--- src/rtl/epq_irq_pkg.sv ---
package epq_irq_pkg;

  localparam int FIELD_W   = 16;
  localparam int KINDS     = 7;
  localparam int CLASSES   = 5;
  localparam int FIRST_ERR = 2;

  // event kinds; error kinds are in summary-class order
  localparam int K_TX_DONE = 0;
  localparam int K_RX_DONE = 1;
  localparam int K_RX_CS   = 2;
  localparam int K_RX_LEN  = 3;
  localparam int K_RX_ZLP  = 4;
  localparam int K_TX_CS   = 5;
  localparam int K_TX_LEN  = 6;

  localparam logic [3:0] A_DONE    = 4'd0;
  localparam logic [3:0] A_DONE_EN = 4'd1;
  localparam logic [3:0] A_SUM     = 4'd2;
  localparam logic [3:0] A_RXE     = 4'd4;
  localparam logic [3:0] A_RXE_EN  = 4'd5;
  localparam logic [3:0] A_ZLP     = 4'd6;
  localparam logic [3:0] A_ZLP_EN  = 4'd7;
  localparam logic [3:0] A_TXE     = 4'd8;
  localparam logic [3:0] A_TXE_EN  = 4'd9;

  function automatic logic is_done(int k);
    return (k < FIRST_ERR);
  endfunction

  function automatic logic [3:0] stat_addr(int k);
    case (k)
      K_TX_DONE, K_RX_DONE: return A_DONE;
      K_RX_CS, K_RX_LEN:    return A_RXE;
      K_RX_ZLP:             return A_ZLP;
      default:              return A_TXE;
    endcase
  endfunction

  // every enable register sits one word above its status register
  function automatic logic [3:0] en_addr(int k);
    return stat_addr(k) + 4'd1;
  endfunction

  function automatic int field_lsb(int k);
    case (k)
      K_RX_DONE, K_RX_LEN, K_TX_LEN: return FIELD_W;
      default:                       return 0;
    endcase
  endfunction

  // endpoints 1..n-1 are live; endpoint 0 never carries queue events
  function automatic logic [FIELD_W-1:0] live_mask(int n);
    logic [FIELD_W-1:0] m;
    m = '0;
    for (int i = 1; i < FIELD_W; i++) m[i] = (i < n);
    return m;
  endfunction

  function automatic logic [31:0] place(logic [FIELD_W-1:0] v, int lsb);
    return 32'(v) << lsb;
  endfunction

endpackage

--- src/rtl/epq_en_reg.sv ---
module epq_en_reg #(
  parameter int         W    = 16,
  parameter logic [W-1:0] LIVE = '1
) (
  input  logic         clk,
  input  logic         rst_n,
  input  logic         we_i,
  input  logic [W-1:0] d_i,
  output logic [W-1:0] q_o
);
  logic [W-1:0] q;

  always_ff @(posedge clk) begin
    if (!rst_n)    q <= '0;
    else if (we_i) q <= d_i & LIVE;
  end

  assign q_o = q;
endmodule

--- src/rtl/epq_sticky_bank.sv ---
module epq_sticky_bank #(
  parameter int         W    = 16,
  parameter logic [W-1:0] LIVE = '1
) (
  input  logic         clk,
  input  logic         rst_n,
  input  logic [W-1:0] evt_i,
  input  logic [W-1:0] gate_i,
  input  logic         clr_we_i,
  input  logic [W-1:0] clr_i,
  output logic [W-1:0] q_o,
  output logic [W-1:0] rec_o
);
  logic [W-1:0] q;
  logic [W-1:0] rec;
  logic [W-1:0] clr_eff;

  assign rec     = evt_i & gate_i & LIVE;
  assign clr_eff = clr_we_i ? clr_i : '0;

  // a new event outranks a clear aimed at the same bit
  always_ff @(posedge clk) begin
    if (!rst_n) q <= '0;
    else        q <= (q & ~clr_eff) | rec;
  end

  assign q_o   = q;
  assign rec_o = rec;
endmodule

--- src/rtl/epq_class_summary.sv ---
module epq_class_summary #(
  parameter int C = 5
) (
  input  logic         clk,
  input  logic         rst_n,
  input  logic [C-1:0] cls_evt_i,
  input  logic         rd_clr_i,
  output logic [C-1:0] q_o
);
  logic [C-1:0] q;

  always_ff @(posedge clk) begin
    if (!rst_n) q <= '0;
    else        q <= (rd_clr_i ? '0 : q) | cls_evt_i;
  end

  assign q_o = q;
endmodule

--- src/rtl/epq_irq_agg.sv ---
module epq_irq_agg
  import epq_irq_pkg::*;
#(
  parameter int NUM_EP = 16
) (
  input  logic              clk,
  input  logic              rst_n,
  input  logic [NUM_EP-1:0] tx_done_i,
  input  logic [NUM_EP-1:0] rx_done_i,
  input  logic [NUM_EP-1:0] rx_cserr_i,
  input  logic [NUM_EP-1:0] rx_lenerr_i,
  input  logic [NUM_EP-1:0] rx_zlperr_i,
  input  logic [NUM_EP-1:0] tx_cserr_i,
  input  logic [NUM_EP-1:0] tx_lenerr_i,
  input  logic              reg_wr_i,
  input  logic              reg_rd_i,
  input  logic [3:0]        reg_addr_i,
  input  logic [31:0]       reg_wdata_i,
  output logic [31:0]       reg_rdata_o,
  output logic              irq_o
);
  localparam int              HALF = FIELD_W;
  localparam logic [HALF-1:0] LIVE = live_mask(NUM_EP);

  logic [KINDS-1:0][HALF-1:0] ev_vec;
  logic [KINDS-1:0][HALF-1:0] stat_q;
  logic [KINDS-1:0][HALF-1:0] en_q;
  logic [KINDS-1:0][HALF-1:0] rec;

  // named internal events, observed by the bound checker
  logic [KINDS*HALF-1:0] stat_flat;
  logic [KINDS*HALF-1:0] en_flat;
  logic [KINDS*HALF-1:0] rec_flat;
  logic [2*HALF-1:0]     done_vis;
  logic [CLASSES-1:0]    cls_evt;
  logic [CLASSES-1:0]    sum_q;
  logic                  sum_rd;
  logic                  irq_d;
  logic                  irq_q;

  always_comb begin
    ev_vec            = '0;
    ev_vec[K_TX_DONE] = HALF'(tx_done_i);
    ev_vec[K_RX_DONE] = HALF'(rx_done_i);
    ev_vec[K_RX_CS]   = HALF'(rx_cserr_i);
    ev_vec[K_RX_LEN]  = HALF'(rx_lenerr_i);
    ev_vec[K_RX_ZLP]  = HALF'(rx_zlperr_i);
    ev_vec[K_TX_CS]   = HALF'(tx_cserr_i);
    ev_vec[K_TX_LEN]  = HALF'(tx_lenerr_i);
  end

  for (genvar k = 0; k < KINDS; k++) begin : g_kind
    localparam int         LSB = field_lsb(k);
    localparam logic [3:0] SA  = stat_addr(k);
    localparam logic [3:0] EA  = en_addr(k);
    logic [HALF-1:0] gate;

    epq_en_reg #(.W(HALF), .LIVE(LIVE)) en_i (
      .clk   (clk),
      .rst_n (rst_n),
      .we_i  (reg_wr_i && (reg_addr_i == EA)),
      .d_i   (reg_wdata_i[LSB +: HALF]),
      .q_o   (en_q[k])
    );

    if (is_done(k)) begin : g_done
      // completions are always captured; the mask only hides them
      assign gate = '1;
    end else begin : g_err
      assign gate = en_q[k];
    end

    epq_sticky_bank #(.W(HALF), .LIVE(LIVE)) bank_i (
      .clk      (clk),
      .rst_n    (rst_n),
      .evt_i    (ev_vec[k]),
      .gate_i   (gate),
      .clr_we_i (reg_wr_i && (reg_addr_i == SA)),
      .clr_i    (reg_wdata_i[LSB +: HALF]),
      .q_o      (stat_q[k]),
      .rec_o    (rec[k])
    );
  end

  for (genvar c = 0; c < CLASSES; c++) begin : g_cls
    assign cls_evt[c] = |rec[FIRST_ERR + c];
  end

  assign sum_rd = reg_rd_i && (reg_addr_i == A_SUM);

  epq_class_summary #(.C(CLASSES)) sum_i (
    .clk       (clk),
    .rst_n     (rst_n),
    .cls_evt_i (cls_evt),
    .rd_clr_i  (sum_rd),
    .q_o       (sum_q)
  );

  assign stat_flat = stat_q;
  assign en_flat   = en_q;
  assign rec_flat  = rec;
  assign done_vis  = {stat_q[K_RX_DONE] & en_q[K_RX_DONE],
                      stat_q[K_TX_DONE] & en_q[K_TX_DONE]};

  always_comb begin
    reg_rdata_o = '0;
    if (reg_addr_i == A_SUM) reg_rdata_o = 32'(sum_q);
    for (int k = 0; k < KINDS; k++) begin
      if (reg_addr_i == stat_addr(k))
        reg_rdata_o |= place(is_done(k) ? (stat_q[k] & en_q[k]) : stat_q[k],
                             field_lsb(k));
      if (reg_addr_i == en_addr(k))
        reg_rdata_o |= place(en_q[k], field_lsb(k));
    end
  end

  assign irq_d = (|done_vis) || (|sum_q);

  always_ff @(posedge clk) begin
    if (!rst_n) irq_q <= 1'b0;
    else        irq_q <= irq_d;
  end

  assign irq_o = irq_q;
endmodule

--- config.mk ---
export PLATFORM = sky130hd
export DESIGN_NAME = epq_irq_agg
export DESIGN_NICKNAME = d
export VERILOG_FILES = /design/src/rtl/epq_irq_pkg.sv /design/src/rtl/epq_en_reg.sv /design/src/rtl/epq_sticky_bank.sv /design/src/rtl/epq_class_summary.sv /design/src/rtl/epq_irq_agg.sv
export SDC_FILE = /design/constraint.sdc
export NUM_CORES = 1
export LEC_CHECK = 0
export CORE_MARGIN = 2
export CORE_UTILIZATION = 50
export DETAILED_ROUTE_END_ITERATION = 10
export PLACE_DENSITY = 0.8
export SYNTH_ARGS = -nofsm -noshare
export SYNTH_HDL_FRONTEND = slang
export SYNTH_SLANG_ARGS = --single-unit
--- constraint.sdc ---
create_clock -name clk -period 3.6 [get_ports clk]
set_clock_uncertainty 0.2 [all_clocks]
set_input_delay 1.08 -clock clk [delete_from_list [all_inputs] [get_ports clk]]
set_output_delay 1.08 -clock clk [all_outputs]
set_load 0.01 [all_outputs]
-- After elaboration in Yosys (flattened, before gate mapping)
Cells that the tools add are included.
- equality and inequality tests: 8
- shift-type cells: 14
- muxes and demuxes: 37
- bitwise operators: 43
- reduce and logical (&&, ||, !) cells: 18
- operators by type and width (kind ; number):
    $mux 32 ; 28
    $or 32x32->32 ; 14
    $shl 16x32->32 ; 14
    $and 16x16->16 ; 14
    $mux 16 ; 7
    $not 16->16 ; 7
    $or 16x16->16 ; 7
    $reduce_or 15->1 ; 5
    $reduce_or 32->1 ; 1
    $eq 4x3->1 const B ; 4
    $mux 5 ; 2
    $logic_and 1x1->1 ; 9
    $eq 4x4->1 const B ; 2
    $or 5x5->5 ; 1
    $reduce_or 5->1 ; 1
    $eq 4x1->1 const B ; 1
    $eq 4x2->1 const B ; 1
    $logic_not 4->1 ; 1
    $logic_or 1x1->1 ; 1
- bits in registers: 223
- input port bits: 152
- output and inout port bits: 33
- word-level logic and storage cells: 136

-- Logic depth before layout (Yosys ltp)
Gate-level depths: netlist of run 1.
- depth after elaboration: 31
- mapped depth: 8

-- By module
From an unflattened synthesis of run 1, not the netlist that was laid out.
- cells, all modules: 1124
- area, all modules: 11128.2 um^2
- by module, submodules not included (module ; instances ; cells an instance ; area an instance (um^2)):
    epq_sticky_bank ; 7 ; 68 ; 683.2
    epq_en_reg ; 7 ; 50 ; 590.6
    epq_irq_agg ; 1 ; 283 ; 2043.2
    epq_class_summary ; 1 ; 15 ; 168.9

-- Worst setup path after synthesis of run 1
No wires, ideal clock.
- kind: input to output
- start: input reg_addr_i[2]
- end: output reg_rdata_o[21]
- arrival time: 2.287 ns
- required time: 2.320 ns
- setup slack: 0.033 ns
- cell stages on the path: 6
- cell sequence: buf_4 -> nor4b_4 -> buf_4 -> clkbuf_1 -> a21oi_1 -> o211ai_1
- cells in the longest elaborated chain, start to end: 28
- elaborated cells on any way between the ends: 35
- RTL lines (element ; line ; text):
    start, declared ; epq_irq_agg.sv:17 ; input logic [3:0] reg_addr_i,
    $logic_not 4->1 ; epq_irq_agg.sv:109 ; if (reg_addr_i == stat_addr(k))
    $mux 32 ; epq_irq_agg.sv:109 ;
    $or 32x32->32 ; epq_irq_agg.sv:113 ; reg_rdata_o |= place(en_q[k], field_lsb(k));
    $mux 32 ; epq_irq_agg.sv:112 ; if (reg_addr_i == en_addr(k))
    $or 32x32->32 ; epq_irq_agg.sv:110 ; reg_rdata_o |= place(is_done(k) ? (stat_q[k] & en_q[k]) : stat_q[k],
    $mux 32 ; epq_irq_agg.sv:109 ;
    $or 32x32->32 ; epq_irq_agg.sv:113 ;
    $mux 32 ; epq_irq_agg.sv:112 ;
    [12 not listed] ; n/a ;
    $or 32x32->32 ; epq_irq_agg.sv:110 ;
    $mux 32 ; epq_irq_agg.sv:109 ;
    $or 32x32->32 ; epq_irq_agg.sv:113 ;
    $mux 32 ; epq_irq_agg.sv:112 ;
    $or 32x32->32 ; epq_irq_agg.sv:110 ;
    $mux 32 ; epq_irq_agg.sv:109 ;
    $or 32x32->32 ; epq_irq_agg.sv:113 ;
    $mux 32 (*) ; epq_irq_agg.sv:112 ;
    end, declared ; epq_irq_agg.sv:19 ; output logic [31:0] reg_rdata_o,
Every way passes the cells marked *; elsewhere a longest branch is shown, timed or not.

-- Worst setup path in the final report of run 1
- start: input reg_addr_i[1]
- end: output reg_rdata_o[31]
The elaborated chain is that of the path after synthesis.

==> results of run 1 <==
==> final cells by class <==
class / count / area, µm²
Clock buffer: 34 / 667
Tap cell: 270 / 338
Timing Repair Buffer: 292 / 2940
Inverter: 14 / 52.6
Multi-Input combinational cell: 868 / 5460
Sequential cell: 221 / 4420
Clock inverter: 7 / 85.1
Fill cell: 1532 / 6200
==> routing by layer <==
metal  global-route usage, %  vias up
met2                    54.7      897
met3                    7.27      192
met5                       0        -
met1                    43.3     5063
met4                    23.7        0
li1                        -     4796
==> where the power goes <==
| part | internal, mW | switching (mW) |
|---|---|---|
| logic | 0.317 | 0.296 |
| registers | 2.50 | 0.0549 |
| clock network | 1.42 | 0.992 |
| total | 4.24 | 1.34 |
==> synth_stat cells <==
master | n | share of area [%]
buf_6 | 5 | 0.55
a21boi_0 | 135 | 9.9
or3_1 | 1 | 0.061
a221oi_1 | 6 | 0.51
o31a_1 | 1 | 0.085
clkbuf_1 | 58 | 2.1
nand2_2 | 1 | 0.061
nand2_1 | 248 | 9.1
nand4_1 | 11 | 0.67
a21oi_1 | 26 | 1.3
buf_4 | 6 | 0.44
nor2b_1 | 72 | 4.4
a211oi_1 | 2 | 0.15
nor3_1 | 1 | 0.049
and2_1 | 6 | 0.37
buf_1 | 6 | 0.22
o21a_1 | 30 | 2.2
nand3_1 | 89 | 4.3
a32oi_1 | 1 | 0.085
dfxtp_1 | 221 | 43
and4b_1 | 1 | 0.098
nor4b_4 | 4 | 0.93
a2111oi_0 | 4 | 0.34
o211ai_1 | 14 | 1.0
buf_8 | 2 | 0.29
a21boi_1 | 8 | 0.59
nor4bb_1 | 1 | 0.098
o21ai_0 | 11 | 0.54
buf_2 | 29 | 1.4
a222oi_1 | 20 | 2.0
nor4_1 | 1 | 0.061
inv_1 | 14 | 0.51
a31oi_1 | 3 | 0.18
a22o_1 | 6 | 0.51
nor2_1 | 11 | 0.40
a21o_1 | 4 | 0.29
and4bb_2 | 2 | 0.24
a22oi_1 | 148 | 11
==> critical path: cells and delay by family <==
| family | cells | cell delay (ns) |
|---|---|---|
| simple gates | 1 | 0.36 |
| compound gates | 2 | 0.25 |
| buf+inv | 6 | 0.88 |
==> state kept, by name, summed over array words and instances (netlist names) <==
| register | flops |
|---|---|
| g_kind.bank_i.q_o | 110 |
| irq_o | 1 |
| sum_i.q_o | 5 |
| g_kind.en_i.q_o | 105 |
==> path summary, 6_finish.rpt <==
| check | end | slack [ns] | cells past startpoint |
|---|---|---|---|
| worst min register to register | g_kind[3].bank_i.q_o[0] | 0.24 | 2 |
| worst max register to register | irq_o | 1.87 | 4 |
| worst min-delay path | g_kind[3].bank_i.q_o[0] | 0.24 | 2 |
| worst max-delay path | reg_rdata_o[31] | -0.26 | 9 |
==> logic make-up after synthesis <==
kind of cell,synth area share [%]
flops,43.1
simple gates,20.9
buf+inv,5.55
compound gates,30.4
==> repair_timing <==
action	in CTS	in global routing
hold endpoints to repair	0	0
buffers inserted	40	8
endpoints found under the setup margin	32	32
pin swaps	55	28
cloned	10	1
resized for setup	229	11
==> impl_metrics.env, run 1 <==
export IMPL_status="finished, violations left"
export IMPL_violations="negative setup slack"
export IMPL_layout_common_cells="247 x nand2_1, 221 x dfxtp_1, 139 x clkdlybuf4s50_1, 135 x a21boi_0, 121 x a22oi_1"
export IMPL_cpMostUsedCell="buf_6"
export IMPL_arrival_ns=2.58
export IMPL_dr_wl_met3_mm=4.68
export IMPL_final_cells=1706
export IMPL_die_h_um=147
export IMPL_dr_wl_met2_mm=17.4
export IMPL_die_area_um2=21700
export IMPL_diodes=0
export IMPL_port_buffer_count=177
export IMPL_min_from="g_kind[3].bank_i.q_o[0]"
export IMPL_route_detailed_drc=0
export IMPL_ant_nets=0
export IMPL_numClockSinks=221
export IMPL_crit_path_max_fanout=7
export IMPL_clk_path_buf_depth=3
export IMPL_slew_limit_headroom_pct=62.1
export IMPL_cts_buffers=23
export IMPL_drive_above_1_share_pct=16.2
export IMPL_clk_latency_ns=0.51
export IMPL_start_kind="primary input"
export IMPL_ir_worst_vdd_mv=0.313
export IMPL_worst_pin_slew_ns=0.567
export IMPL_placed_cells=1616
export IMPL_core_area_um2=20200
export IMPL_critPathSlowestCell="nor4b_4"
export IMPL_critPathRequiredTime_ns=2.32
export IMPL_drtPass1Iterations=7
export IMPL_fp_dieW_um=147
export IMPL_finalSetupTns_ns=-6.07
export IMPL_routedWlPerCell_um=23.0
export IMPL_hold_violations=0
export IMPL_cts_htree_levels=1
export IMPL_rsz0062_at_grt="true"
export IMPL_dpl_cell_area_um2=12500
export IMPL_ioPinCount=185
export IMPL_drv_cap=0
export IMPL_path_class="primary input to output port"
export IMPL_viasPerCell=6.42
export IMPL_cts_tree="built"
export IMPL_max_clock_freq_mhz=259
export IMPL_worstPathCellList="buf_8 -> buf_6 -> buf_6 -> nor4b_4 -> buf_6 -> buf_8 -> a22oi_2 -> o211ai_1 -> buf_2"
export IMPL_report_final_slew_viol_count=0
export IMPL_yosys_warnings=0
export IMPL_p_per_area_nw_per_um2=400
export IMPL_syn_inst=1209
export IMPL_dp_slack_ns=-0.978
export IMPL_vias=10948
export IMPL_setup_viol=32
export IMPL_clk_pin_slew_ns=0.06
export IMPL_critPathCaptureType="output port"
export IMPL_netlist_area_um2=10300
export IMPL_holdWs_ns=0.241
export IMPL_top_layer="met4"
export IMPL_fin_util_pct=69.2
export IMPL_overflow=0
export IMPL_place_hpwl_mm=25.2
export IMPL_reg2reg_from="g_kind[1].bank_i.q_o[7]"
export IMPL_grt_pass1_wl_mm=59.2
export IMPL_syn_area_per_cell_um2=8.48
export IMPL_grt_max_degree=118
export IMPL_syn_nets=1361
export IMPL_rows=52
export IMPL_fin_nets=1572
export IMPL_seq_area_frac_synth_pct=43.1
export IMPL_fin_ws_ns=-0.256
export IMPL_startpoint="reg_addr_i[1]"
export IMPL_min_period_ns=3.86
export IMPL_stdcell_area_um2=14000
export IMPL_fin_crit_sh_pct=107
export IMPL_final_common_cell="nand2_1"
export IMPL_synth_cell_type_count=38
export IMPL_wl_met1_mm=14.1
export IMPL_leakage_nw=4.81
export IMPL_antenna_found_initial=0
export IMPL_first_global_vias=10507
export IMPL_root_buffer="clkbuf_16"
export IMPL_gp_congestion=0.912
export IMPL_grt_usage_pct=34.9
export IMPL_hp_class="flip-flop to flip-flop"
export IMPL_postCtsHoldBufs=0
export IMPL_wl_mm=39.3
export IMPL_syn_to_final_growth_pct=36.2
export IMPL_power_mw=5.58
export IMPL_start_util_pct=50.8
export IMPL_max_stage_delay_ns=0.36
export IMPL_synth_seq_cells=221
export IMPL_drt_iter0_markers=1659
No activity file was read; power rests on OpenSTA's default activity.
==> run 2, diff against run 1 <==
--- a/config.mk
+++ b/config.mk
@@ -7,6 +7,7 @@
 export LEC_CHECK = 0
 export CORE_MARGIN = 2
 export CORE_UTILIZATION = 50
+export CTS_CLUSTER_SIZE = 30
 export DETAILED_ROUTE_END_ITERATION = 10
 export PLACE_DENSITY = 0.8
 export SYNTH_ARGS = -nofsm -noshare
==> results of run 2 <==
No change in the layout: final DEF, timing and power equal those of run 1.
